--- src/rtl/rstbank_pkg.sv ---
// Shared constants and types for the peripheral reset bank.
// Assumes a byte-addressed register space with 32-bit aligned registers.
package rstbank_pkg;
    localparam int          NUM_BANKS   = 5;
    localparam int          BANK_W      = 32;
    localparam int          DATA_W      = 32;
    localparam int          ADDR_W      = 8;
    localparam int          REQ_BASE    = 'h70;
    localparam int          KEY_OFS     = 'h84;
    localparam logic [31:0] OPEN_KEY    = 32'hA6382D4C;
    localparam int          PULSE_LEN   = 4;
    localparam int          SLOTS       = NUM_BANKS * BANK_W;

    typedef enum logic {
        GUARD_CLOSED = 1'b0,
        GUARD_OPEN   = 1'b1
    } guard_state_e;
endpackage

--- src/rtl/rstbank_guard.sv ---
// Key register of the reset bank. It holds the open/closed state.
// Assumes key_we pulses for one cycle for each bus write to the key offset.
module rstbank_guard
    import rstbank_pkg::*;
#(
    parameter int          KEY_W = DATA_W,
    parameter logic [31:0] KEY   = OPEN_KEY
) (
    input  logic             clk,
    input  logic             rst_n,
    input  logic             key_we,
    input  logic [KEY_W-1:0] key_wdata,
    output logic             is_open
);
    guard_state_e state_q;

    // Open on an exact key match, close on any other value written here.
    always_ff @(posedge clk) begin
        if (!rst_n)
            state_q <= GUARD_CLOSED;
        else if (key_we)
            state_q <= (key_wdata == KEY[KEY_W-1:0]) ? GUARD_OPEN : GUARD_CLOSED;
    end

    assign is_open = (state_q == GUARD_OPEN);

    a_r2_key_opens: assert property (@(posedge clk) disable iff (!rst_n)
        (key_we && key_wdata == KEY[KEY_W-1:0]) |=> is_open);
    a_r3_other_closes: assert property (@(posedge clk) disable iff (!rst_n)
        (key_we && key_wdata != KEY[KEY_W-1:0]) |=> !is_open);
    a_r9_state_holds: assert property (@(posedge clk) disable iff (!rst_n)
        !key_we |=> $stable(is_open));
endmodule

--- src/rtl/rstbank_decode.sv ---
// Address decode for the request registers and the key register.
// Assumes the request registers are contiguous, four bytes apart.
module rstbank_decode
    import rstbank_pkg::*;
#(
    parameter int AW    = ADDR_W,
    parameter int NB    = NUM_BANKS,
    parameter int BASE  = REQ_BASE,
    parameter int KOFS  = KEY_OFS
) (
    input  logic [AW-1:0] addr,
    input  logic          we,
    output logic [NB-1:0] bank_hit,
    output logic [NB-1:0] bank_we,
    output logic          key_hit,
    output logic          key_we
);
    // Match the address against each request register offset.
    always_comb begin
        for (int k = 0; k < NB; k++)
            bank_hit[k] = (int'(addr) == BASE + 4 * k);
    end

    assign bank_we = bank_hit & {NB{we}};
    assign key_hit = (int'(addr) == KOFS);
    assign key_we  = key_hit & we;
endmodule

--- src/rtl/rstbank_lane.sv ---
// One bank of pulse generators. Each slot has a down-counter that is loaded
// to LEN on a request and drives its line while it is not zero.
// Assumes load_en is already qualified by the open state of the guard.
module rstbank_lane
    import rstbank_pkg::*;
#(
    parameter int W   = BANK_W,
    parameter int LEN = PULSE_LEN
) (
    input  logic         clk,
    input  logic         rst_n,
    input  logic         load_en,
    input  logic [W-1:0] load_bits,
    output logic [W-1:0] pulse
);
    localparam int CNT_W = $clog2(LEN + 1);

    logic [W-1:0] load_req;
    assign load_req = load_en ? load_bits : '0;

    for (genvar i = 0; i < W; i++) begin : g_slot
        logic [CNT_W-1:0] cnt_q;

        // Reload on a request, otherwise count down to zero.
        always_ff @(posedge clk) begin
            if (!rst_n)
                cnt_q <= '0;
            else if (load_req[i])
                cnt_q <= CNT_W'(LEN);
            else if (cnt_q != '0)
                cnt_q <= cnt_q - 1'b1;
        end

        assign pulse[i] = (cnt_q != '0);

        a_r6_drops_after_last: assert property (@(posedge clk) disable iff (!rst_n)
            (cnt_q == CNT_W'(1) && !load_req[i]) |=> !pulse[i]);
        a_r7_restart_full: assert property (@(posedge clk) disable iff (!rst_n)
            load_req[i] |=> (pulse[i] && cnt_q == CNT_W'(LEN)));
    end

    a_r5_no_unrequested_start: assert property (@(posedge clk) disable iff (!rst_n)
        1'b1 |=> ((pulse & ~$past(pulse) & ~$past(load_req)) == '0));
endmodule

--- src/rtl/periph_reset_bank.sv ---
// Top of the lock-protected peripheral reset bank. It joins the decode, the
// key guard and one pulse lane per bank, and muxes the read data.
// Assumes single-cycle writes and a combinational read path.
module periph_reset_bank
    import rstbank_pkg::*;
(
    input  logic              clk,
    input  logic              rst_n,
    input  logic [ADDR_W-1:0] bus_addr,
    input  logic [DATA_W-1:0] bus_wdata,
    input  logic              bus_we,
    output logic [DATA_W-1:0] bus_rdata,
    output logic [SLOTS-1:0]  periph_rst
);
    logic [NUM_BANKS-1:0]             bank_hit;
    logic [NUM_BANKS-1:0]             bank_we;
    logic                             key_hit;
    logic                             key_we;
    logic                             is_open;
    logic [NUM_BANKS-1:0][BANK_W-1:0] lane_pulse;

    rstbank_decode u_decode (
        .addr     (bus_addr),
        .we       (bus_we),
        .bank_hit (bank_hit),
        .bank_we  (bank_we),
        .key_hit  (key_hit),
        .key_we   (key_we)
    );

    rstbank_guard u_guard (
        .clk       (clk),
        .rst_n     (rst_n),
        .key_we    (key_we),
        .key_wdata (bus_wdata),
        .is_open   (is_open)
    );

    for (genvar k = 0; k < NUM_BANKS; k++) begin : g_lane
        rstbank_lane u_lane (
            .clk       (clk),
            .rst_n     (rst_n),
            .load_en   (bank_we[k] & is_open),
            .load_bits (bus_wdata[BANK_W-1:0]),
            .pulse     (lane_pulse[k])
        );
    end

    assign periph_rst = lane_pulse;

    // Select the running pulses of the addressed bank, or the lock state.
    always_comb begin
        bus_rdata = '0;
        for (int k = 0; k < NUM_BANKS; k++)
            if (bank_hit[k])
                bus_rdata = DATA_W'(lane_pulse[k]);
        if (key_hit)
            bus_rdata = DATA_W'(is_open);
    end

    a_r4_closed_quiet: assert property (@(posedge clk) disable iff (!rst_n)
        (bus_we && !is_open) |=> ((periph_rst & ~$past(periph_rst)) == '0));
endmodule

--- config.mk ---
export PLATFORM = sky130hd
export DESIGN_NAME = periph_reset_bank
export DESIGN_NICKNAME = d
export VERILOG_FILES = /design/src/rtl/rstbank_pkg.sv /design/src/rtl/rstbank_guard.sv /design/src/rtl/rstbank_decode.sv /design/src/rtl/rstbank_lane.sv /design/src/rtl/periph_reset_bank.sv
export SDC_FILE = /design/constraint.sdc
export NUM_CORES = 1
export LEC_CHECK = 0
export BUFFER_PORTS_ARGS = -buffer_cell sky130_fd_sc_hd__buf_4
export CORE_AREA = 2 2 216 218
export CTS_CLUSTER_SIZE = 14
export DETAILED_ROUTE_END_ITERATION = 16
export DIE_AREA = 0 0 218 220
export PLACE_DENSITY = 0.85
export SETUP_SLACK_MARGIN = 0.15
export SLEW_MARGIN = 0
export SYNTH_ARGS = -nofsm -noshare
export SYNTH_HDL_FRONTEND = slang
export SYNTH_HIERARCHICAL = 1
export SYNTH_SLANG_ARGS = --single-unit
--- constraint.sdc ---
create_clock -name clk -period 2.2 [get_ports clk]
set_input_delay 0 -clock clk [delete_from_list [all_inputs] [get_ports clk]]
set_output_delay 0 -clock clk [all_outputs]
set_load 0.05 [all_outputs]
; ---- Word level (Yosys, flattened, before mapping)
; Index checks and enable logic that the tools add are counted.
[op_classes]
n_eq_ne = 7
n_bitwise = 8
n_reduce_logical = 480
addsub = 160
n_mux = 332
[op_table]
columns = cell, n
row1 = 3-bit 2-to-1 mux, 320
row2 = 3-bit nonzero test, 160
row3 = 3-bit by 1-bit subtractor with 3-bit output (second input constant), 160
row4 = 32-bit 2-to-1 mux, 11
row5 = 2-bit nonzero test, 160
row6 = 2-bit OR reduction, 160
row7 = 8-bit == test (second input constant), 6
row8 = 32-bit == test (second input constant), 1
row9 = 1-bit AND, 6
row10 = 5-bit AND, 1
row11 = 1-bit 2-to-1 mux, 1
row12 = 1-bit NOT, 1
[totals]
wordCells = 1308
ff_bits = 481
out_inout_bits = 192

; ---- Depth between registers and ports, before layout
; Gate-level depths: netlist (run 1).
[depth]
ltp_word = 7
ltp_mapped = 8

; ---- Cells and area by module
; Netlist (run 1), hierarchy kept.
[by_module_without_submodules]
columns = mod, instances, area_each_um2, cells_per_inst
row1 = rstbank_lane, 5, 5520.3, 589
row2 = periph_reset_bank, 1, 1605.3, 240
row3 = rstbank_guard, 1, 131.4, 16
row4 = rstbank_decode, 1, 121.4, 19

; ---- Worst setup path before layout (run 1)
; No wires, ideal clock.
[synth_path]
path_kind = register to output
start = register g_lane[1].u_lane.g_slot[18].cnt_q[0]
end = output port bus_rdata[18]
path_buffers = 0
required_ps = 2200
t_arrival_ps = 2631
path_stages_with_launch = 8
slack_ps = -431
path_cell_list = dfxtp_1 > inv_1 > ha_1 > ha_1 > inv_1 > and2_1 > a31oi_1 > a221oi_1
[synth_via]
elab_chain_cells = 6
[synth_rtl]
columns = item, line
row1 = "start, declared", rstbank_lane.sv:22  ; logic [CNT_W-1:0] cnt_q;
row2 = "start signal, assigned", rstbank_lane.sv:29  ; cnt_q <= CNT_W'(LEN);
row3 = "start signal, assigned", rstbank_lane.sv:31  ; cnt_q <= cnt_q - 1'b1;
row4 = 3-bit nonzero test, rstbank_lane.sv:34  ; assign pulse[i] = (cnt_q != '0);
row5 = net periph_rst[50], periph_reset_bank.sv:13  ; output logic [SLOTS-1:0] periph_rst
row6 = 32-bit 2-to-1 mux (4 in series), periph_reset_bank.sv:55  ; if (bank_hit[k])
row7 = 32-bit 2-to-1 mux, periph_reset_bank.sv:57  ; if (key_hit)
row8 = "end, declared", periph_reset_bank.sv:12  ; output logic [DATA_W-1:0] bus_rdata,
; The timed path passes the listed nets, and every way through them passes these cells.

; ---- Worst setup path in the final report (run 1)
[layout_path]
start = input port bus_addr[7]
end = output port bus_rdata[20]
[layout_rtl]
columns = item, line
row1 = "start, declared", periph_reset_bank.sv:9  ; input logic [ADDR_W-1:0] bus_addr,
row2 = 8-bit == test, rstbank_decode.sv:21  ; bank_hit[k] = (int'(addr) == BASE + 4 * k);
row3 = net bank_hit[3], periph_reset_bank.sv:15  ; logic [NUM_BANKS-1:0] bank_hit;
row4 = 32-bit 2-to-1 mux (2 in series), periph_reset_bank.sv:55
row5 = 32-bit 2-to-1 mux, periph_reset_bank.sv:57
; The timed path passes the listed nets, and every way through them passes these cells.

==> impl_metrics.csv, run 1 <==
group,metric,value,unit
yosys,yosysMostFrequentCell,"inv_1",
critical_path,critical_path.reg2reg.endpoint,"g_lane[4].u_lane/g_slot[10].cnt_q[2]",
critical_path,worstSetupStartpointType,"primary input",
place,dp_hpwl,54500,um
timing,period_needed,2470,ps
yosys,synth-seq-area-share,0.327,
worst_hold_path,whs_endpoint,"u_guard/is_open",
layout,area_growth,39.1,%
critical_path,r2r_start,"u_guard/is_open",
global_routing,grt_overflow_total,0,
yosys,synth_ff_type,"dfxtp_1",
clock_tree,cts_tree,"built",
route,dr.pass1.iters,6,
worst_hold_path,hp-class,"in -> reg",
layout,n_fill_cell,1595,
power_and_ir_drop,seqPwrFrac,0.210,
run_status,outcome,"finished, violations left",
yosys,synth-edff-count,0,
yosys,ys_ff_latch,481,
power_and_ir_drop,ir_worst_vdd,1.54,mV
global_routing,grt_pass1_vias,26400,
critical_path,crit_family,"simple AND/OR/NAND/NOR gates",
timing,timing.slew.headroom,0.533,
timing,timing.final.ws_setup,-268,ps
place,placed_area,32400,um^2
global_routing,grt_pass1_wl,139000,um
die,die_h,220,um
run_status,violations,"setup timing",
yosys,synthCells,3220,
die,design.die.area,48000,um^2
clock_tree,clockBufferDepth,3,
timing,worst_slew_pin_slew,700,ps
critical_path,arrival,2470,ps
global_routing,grt_max_degree,80,
die,core_area,45900,um^2
place,dpl.cell_count,4006,
critical_path,crit_required,2200,ps
clock_tree,clk_latency,640,ps
critical_path,critPathMaxStageDelay,610,ps
layout,fin_cells,4411,
power_and_ir_drop,powerDensity,1530,nW/um^2
timing,post-route-period-util,1.12,
die,start_util,0.642,
power_and_ir_drop,pwr-share-comb,0.638,
route,drc_errors,0,
route,ant_nets,0,
critical_path,r2r_cells,5,
power_and_ir_drop,p_clk_frac,0.152,
yosys,async_flop_share,0,
yosys,ys_warn_count,6,
layout,diodes,0,
yosys,synth_largest_type_area_fraction,0.327,
layout,finalNetCount,4285,
power_and_ir_drop,p_int,0.0341,W
place,io_buffer_count,234,
yosys,netlist.top_cell.by_area,"dfxtp_1",
clock_tree,htreeDepth,2,
power_and_ir_drop,swShare,0.455,
power_and_ir_drop,power.switching,0.0284,W
die,ioPinCount,235,
timing,timing.final.max_slew_violations,0,
timing,rsz0062_at_grt,"true",
route,vias_per_cell,6.32,
yosys,yosys-top-cells-count,"inv_1 (804), dfxtp_1 (481), ha_1 (480)",
power_and_ir_drop,power_leakage,18.0,nW
layout,final_core_util,0.893,
route,drt-initial-drc-count,2906,
critical_path,crit_buf_inv,3,
critical_path,endpoint_kind,"output port",
clock_tree,path_clk_slew,60,ps
route,drt_wl_total,119000,um
route,vias,27900,
critical_path,startpoint,"bus_addr[7]",
worst_hold_path,hold_depth,6,
critical_path,crit_path_frequent_cell,"buf_4",
worst_hold_path,hold_path_startpoint,"bus_addr[6]",
clock_tree,ctsRootBufferMaster,"clkbuf_16",
global_routing,grt_antenna_before_repair,0,
clock_tree,cts_buffers,52,
global_routing,grt_use_total,0.368,
timing,fin_skew,31.5,ps
critical_path,reg2reg_setup_slack,300,ps
critical_path,crit_chain,"buf_4 > nand4b_1 > buf_4 > nor2_4 > nand2b_4 > o221ai_4 > a221oi_4 > buf_6",
place,gp_congestion,0.859,
timing,max_clock_freq,405,MHz
timing,setup_violations,16,
die,rows,79,
critical_path,slowest_stage,"nand2b_4",
yosys,synth_cell_type_count,45,
critical_path,path_max_fanout,15,
layout,drive_gt1_frac,0.405,
die,die_x,218,um
yosys,synth.area.top_cells,"dfxtp_1 (33%), ha_1 (20%), inv_1 (10%)",
critical_path,critPathKind,"in -> out",
yosys,syn_area_per_cell,9.15,um^2
place,place_ws,102,ps
layout,final_cell_area,41000,um^2
flow_run,max_cap_viol_count,0,
timing,fin_tns_setup,-1010,ps
yosys,synth_area,29500,um^2
yosys,syn_nets,3743,
route,wl_per_cell,26.9,um
clock_tree,cts.sinks,481,
timing,finalHoldViolations,0,
[repair_timing]
action | 4_1_cts | 5_1_grt
cloned | 0 | 1
endpoints found under the hold margin | 481 | 0
pin swaps | 83 | 113
setup endpoints to repair | 32 | 33
buffers inserted | 84 | 188
resized for setup | 730 | 525
hold buffers | 36 | 0
[worst max-delay path by stage]
stage	cells after the start	endpoint	slack (ps)
CTS	9	bus_rdata[30]	-60
detailed placement	8	u_guard/is_open	100
floorplan	6	bus_rdata[18]	20
global route	8	bus_rdata[20]	-290
global placement	8	u_guard/is_open	90
finish	8	bus_rdata[20]	-270
[sequential cells by signal, summed over array words and instances (netlist names)]
name	flops
g_lane.u_lane/g_slot.cnt_q	480
u_guard/is_open	1
[routing by layer]
| metal | global-route usage | part of all wire |
|---|---|---|
| met5 | 0 | 0 |
| met4 | 0.283 | 0.11 |
| met3 | 0.0785 | 0.10 |
| met2 | 0.642 | 0.46 |
| met1 | 0.389 | 0.33 |
[through the flow]
step | total power [W] | hold WS [ps]
6_report | 0.0625 | 161
3_3_place_gp | 0.0368 | 361
5_1_grt | 0.0643 | 175
4_1_cts | 0.0528 | 146
2_1_floorplan | 0.0315 | 146
3_5_place_dp | 0.0385 | 380
[cell families after synthesis]
family,synth area share
mux,0.0544
simple gates,0.109
fa+ha+maj,0.204
flops,0.327
xor+xnor,0.0476
compound gates,0.136
buf+inv,0.122
[tightest hold or removal path: cells and delay by family]
family / cells / cell delay, ps
AND/OR/NAND/NOR: 3 / 400
AO/OA/AOI/OAI: 1 / 80
buffers and inverters: 2 / 250
[cell usage in the layout (no fill, tap or decap), types with 6 or more instances in the layout]
cell             n
ha_2            95
inv_1          571
clkbuf_8        12
a221oi_4        30
inv_6           14
nor3_1           7
nand2b_1       160
ha_4           209
a21oi_1         32
clkbuf_16       53
and2_4          20
inv_4           95
nand2_2         15
buf_6           34
clkinv_2         9
buf_12          16
clkbuf_1        12
dfxtp_1        254
mux2i_1        160
o221ai_4        12
xnor2_1        160
nand2_1        180
inv_2          121
o2111a_1       160
dfxtp_2        227
bufinv_16        6
a31oi_4         14
a21boi_0       160
buf_4          499
and3_1         160
ha_1           176
a31oi_2         13
and2_1          10
dlygate4sd3_1   36
o221ai_2        17
[layout make-up]
cell class,count,area (um^2),share of cell area
Timing Repair Buffer,586,4820,0.118
Clock buffer,77,1540,0.0375
Inverter,805,3340,0.0815
Clock inverter,19,258,0.00629
Sequential cell,481,9910,0.242
Tap cell,607,759,0.0185
Multi-Input combinational cell,1836,20300,0.496
[power by group through the flow]
stage                     logic (W)  registers, W  clock network (W)
after floorplan              0.0193        0.0122                  0
after global placement       0.0244        0.0123                  0
after detailed placement     0.0259        0.0125                  0
after CTS                    0.0309        0.0125            0.00935
after global routing         0.0412        0.0133            0.00987
final                        0.0399        0.0131            0.00953
(Power assumes the default switching activity.)
==> inputs of run 2 (changes only) <==
--- a/config.mk
+++ b/config.mk
@@ -6,12 +6,13 @@
 export NUM_CORES = 1
 export LEC_CHECK = 0
 export BUFFER_PORTS_ARGS = -buffer_cell sky130_fd_sc_hd__buf_4
-export CORE_AREA = 2 2 216 218
+export CORE_AREA = 3 3 217 219
 export CTS_CLUSTER_SIZE = 14
 export DETAILED_ROUTE_END_ITERATION = 16
-export DIE_AREA = 0 0 218 220
+export DIE_AREA = 0 0 220 222
 export PLACE_DENSITY = 0.85
 export SETUP_SLACK_MARGIN = 0.15
+export SKIP_LAST_GASP = 1
 export SLEW_MARGIN = 0
 export SYNTH_ARGS = -nofsm -noshare
 export SYNTH_HDL_FRONTEND = slang
==> constraint.sdc (replaced) <==
create_clock -name clk -period 2.2 [get_ports clk]
set_input_delay 0.22 -clock clk [delete_from_list [all_inputs] [get_ports clk]]
set_output_delay 0.22 -clock clk [all_outputs]
set_load 0.05 [all_outputs]
==> run 2 against run 1 <==
Against the previous run:
- the run now fails in global routing
- area after synthesis is the same
- synthesized cell count stayed put
==> impl_metrics.csv, run 2 <==
group,metric,value,unit
run_status,outcome,"did not finish",
run_status,lastStage,"global routing",
run_status,error,"[ERROR GRT-0232] Routing congestion too high. Check the congestion heatmap in the GUI.",
global_routing,grt_overflow_total,6,
yosys,syn_nets,3743,
clock_tree,clockBufferDepth,3,
timing,worst-ep-kind,"top-level output",
yosys,yosysMostFrequentCell,"inv_1",
yosys,yosys-top-cells-count,"inv_1 (804), dfxtp_1 (481), ha_1 (480)",
die,ioPinCount,235,
place,dpl.cell_count,4010,
place,io_buffer_count,234,
yosys,synth-seq-area-share,0.327,
place,dp_hpwl,55000,um
timing,worst_endpoint,"bus_rdata[30]",
yosys,synth-edff-count,0,
yosys,synth_cell_type_count,45,
yosys,synth.area.top_cells,"dfxtp_1 (33%), ha_1 (20%), inv_1 (10%)",
yosys,netlist.top_cell.by_area,"dfxtp_1",
die,die_x,220,um
yosys,synth_area,29500,um^2
global_routing,grt_use_total,0.701,
clock_tree,htreeDepth,2,
global_routing,grt_max_degree,124,
yosys,synth_largest_type_area_fraction,0.327,
yosys,synthCells,3220,
place,gp_congestion,0.860,
yosys,ys_ff_latch,481,
clock_tree,ctsRootBufferMaster,"clkbuf_16",
yosys,synth_ff_type,"dfxtp_1",
yosys,async_flop_share,0,
die,die_h,222,um
die,start_util,0.651,
clock_tree,cts_buffers,52,
die,rows,78,
clock_tree,cts.sinks,481,
yosys,syn_area_per_cell,9.15,um^2
yosys,ys_warn_count,6,
global_routing,grt_antenna_before_repair,12,
[run 2: per-layer routing]
| layer | GRT overflow | GRT usage |
|---|---|---|
| met5 | 0 | 0.223 |
| met1 | 0 | 0.678 |
| met3 | 0 | 0.544 |
| met4 | 4 | 0.717 |
| met2 | 2 | 0.885 |
[run 2: timing repair]
item / CTS
hold buffers: 26
pin swaps: 160
setup buffers: 223
endpoints found under the setup margin: 171
cloned: 1
resized for setup: 892
endpoints found under the hold margin: 98
[run 2: per-stage QoR]
stage               instance area, um^2  hold slack (ps)  setup slack [ps]  TNS, ps
detailed placement                32900              501              -203    -5080
floorplan                         30200              366              6.10        0
global placement                  32900              492              -172    -4390
CTS                               39900             1.05              -273    -4210
[run 2: logic make-up after synthesis]
family | Yosys count | synth area share
buffers and inverters | 904 | 0.122
flip-flops | 481 | 0.327
adder cells (fa/ha/maj) | 480 | 0.204
XOR/XNOR | 160 | 0.0476
multiplexers | 160 | 0.0544
AO/OA/AOI/OAI | 450 | 0.136
AND/OR/NAND/NOR | 585 | 0.109
==> inputs of run 3 (changes only) <==
--- a/config.mk
+++ b/config.mk
@@ -6,12 +6,10 @@
 export NUM_CORES = 1
 export LEC_CHECK = 0
 export BUFFER_PORTS_ARGS = -buffer_cell sky130_fd_sc_hd__buf_4
-export CORE_AREA = 3 3 217 219
-export CTS_CLUSTER_SIZE = 14
+export CORE_AREA = 3 3 276 278
 export DETAILED_ROUTE_END_ITERATION = 16
-export DIE_AREA = 0 0 220 222
-export PLACE_DENSITY = 0.85
-export SETUP_SLACK_MARGIN = 0.15
+export DIE_AREA = 0 0 279 281
+export PLACE_DENSITY_LB_ADDON = 0.15
 export SKIP_LAST_GASP = 1
 export SLEW_MARGIN = 0
 export SYNTH_ARGS = -nofsm -noshare
==> run 3 against run 2 <==
Against the previous run:
- the flow now finishes, with violations (setup timing)
==> impl_metrics.csv, run 3 (synthesis gave the netlist of run 1 again) <==
group,metric,value,unit
critical_path,crit_required,1980,ps
die,die_x,279,um
die,die_h,281,um
clock_tree,htreeDepth,2,
timing,timing.slew.headroom,0.692,
critical_path,crit_buf_inv,3,
power_and_ir_drop,power.switching,0.0248,W
die,ioPinCount,235,
die,rows,100,
place,dp_hpwl,56200,um
power_and_ir_drop,p_clk_frac,0.158,
critical_path,slowest_stage,"or4_4",
global_routing,grt_pass1_vias,23200,
place,io_buffer_count,234,
clock_tree,path_clk_slew,60,ps
critical_path,path_max_fanout,16,
timing,setup_violations,33,
clock_tree,cts.sinks,481,
route,dr.pass1.iters,7,
route,drt_wl_total,83200,um
timing,period_needed,2380,ps
timing,max_clock_freq,421,MHz
timing,fin_skew,24.0,ps
global_routing,grt_max_degree,84,
critical_path,arrival,2160,ps
critical_path,r2r_start,"g_lane[3].u_lane/g_slot[8].cnt_q[1]",
worst_hold_path,hold_depth,5,
global_routing,grt_overflow_total,0,
run_status,violations,"setup timing",
timing,timing.final.ws_setup,-177,ps
clock_tree,cts_tree,"built",
layout,drive_gt1_frac,0.426,
place,dpl.cell_count,4415,
critical_path,critPathKind,"in -> out",
flow_run,max_cap_viol_count,0,
timing,worst_slew_pin_slew,459,ps
timing,finalHoldViolations,0,
clock_tree,clk_latency,640,ps
place,placed_area,33700,um^2
global_routing,grt_antenna_before_repair,0,
layout,final_cell_mix,"buf_4 (572), inv_1 (557), dfxtp_1 (255), dfxtp_2 (226), ha_4 (224)",
place,gp_congestion,0.758,
die,design.die.area,78400,um^2
die,core_area,74200,um^2
power_and_ir_drop,pwr-share-comb,0.629,
power_and_ir_drop,powerDensity,1390,nW/um^2
place,place_ws,-300,ps
power_and_ir_drop,power_leakage,18.3,nW
timing,timing.final.max_slew_violations,0,
layout,final_cell_area,42400,um^2
power_and_ir_drop,total_power,0.0591,W
global_routing,grt_use_total,0.206,
critical_path,worstSetupStartpointType,"primary input",
critical_path,endpoint_kind,"output port",
route,wl_per_cell,17.1,um
clock_tree,clockBufferDepth,3,
layout,fin_cells,4870,
timing,rsz0062_at_grt,"true",
critical_path,r2r_cells,13,
route,drt-initial-drc-count,883,
layout,finalNetCount,4379,
critical_path,cp.depth,8,
power_and_ir_drop,swShare,0.420,
power_and_ir_drop,p_int,0.0343,W
worst_hold_path,hold_path_startpoint,"bus_we",
power_and_ir_drop,ir_worst_vdd,1.02,mV
layout,largest_reg_flops,480,
layout,area_growth,44.0,%
critical_path,crit_chain,"buf_4 > or4_4 > nor2_4 > or2_4 > buf_12 > a21oi_1 > a221oi_4 > buf_6",
clock_tree,ctsRootBufferMaster,"clkbuf_16",
clock_tree,cts_buffers,58,
layout,diodes,0,
route,vias_per_cell,4.79,
route,drc_errors,0,
run_status,outcome,"finished, violations left",
critical_path,critPathMaxStageDelay,590,ps
critical_path,startpoint,"bus_addr[1]",
power_and_ir_drop,seqPwrFrac,0.214,
layout,top_register,"g_lane.u_lane/g_slot.cnt_q",
route,vias,23300,
layout,final_common_cell,"buf_4",
global_routing,grt_pass1_wl,129000,um
critical_path,crit_family,"simple AND/OR/NAND/NOR gates",
die,start_util,0.397,
route,ant_nets,0,
timing,post-route-period-util,1.08,
worst_hold_path,hp-class,"in -> reg",
==> run 3: what timing repair did <==
| action | in CTS | in global routing |
|---|---|---|
| pin swaps | 189 | 92 |
| endpoints found under the setup margin | 58 | 37 |
| hold buffers | 33 | 0 |
| setup buffers | 252 | 70 |
| gates resized for setup | 977 | 171 |
| hold endpoints to repair | 382 | 0 |
==> run 3: routing by layer <==
metal	wire length, um	track usage	share of wire	vias up
met2	40300	0.367	0.48	312
met4	2360	0.0611	0.028	0
met5	0	0	0	-
li1	-	-	-	11700
met1	37100	0.255	0.45	11200
met3	3490	0.0371	0.042	124
==> run 3: final timing paths <==
path	slack (ps)	end
hold / removal	240	u_guard/is_open
setup reg to reg	100	g_lane[3].u_lane/g_slot[8].cnt_q[1]
hold reg to reg	500	g_lane[3].u_lane/g_slot[17].cnt_q[1]
setup / recovery	-180	bus_rdata[27]
==> run 3: power groups by stage <==
stage	Sequential, W	Clock, W	Combinational [W]
floorplan	0.0122	0	0.0199
global placement	0.0124	0	0.0268
detailed placement	0.0124	0	0.0269
CTS	0.0125	0.00963	0.0354
global route	0.0129	0.00994	0.0401
finish	0.0126	0.00931	0.0371
==> run 3: final cells by class <==
| type | instances | area (um^2) |
|---|---|---|
| fillers | 6433 | 31800 |
| repair buffers | 675 | 5720 |
| flip-flops and latches | 481 | 9910 |
| multi-input cells | 1835 | 20400 |
| well taps | 969 | 1210 |
| clock buffers | 89 | 1710 |
| clock inverters | 16 | 126 |
| inverters | 805 | 3370 |
==> run 3: worst min-delay path, delay by kind of cell <==
| family | cells | cell delay [ps] |
|---|---|---|
| buffers and inverters | 2 | 270 |
| and+or+nand+nor | 2 | 270 |
| AOI/OAI and AO/OA | 1 | 70 |
==> run 3: stage by stage <==
step / utilization / setup TNS, ps / hold slack (ps)
finish: 0.572 / -4200 / 239
floorplan: - / -51.2 / 366
global placement: 0.454 / -7020 / 494
detailed placement: 0.454 / -7220 / 500
CTS: 0.557 / -5910 / 181
global route: 0.572 / -7010 / 269
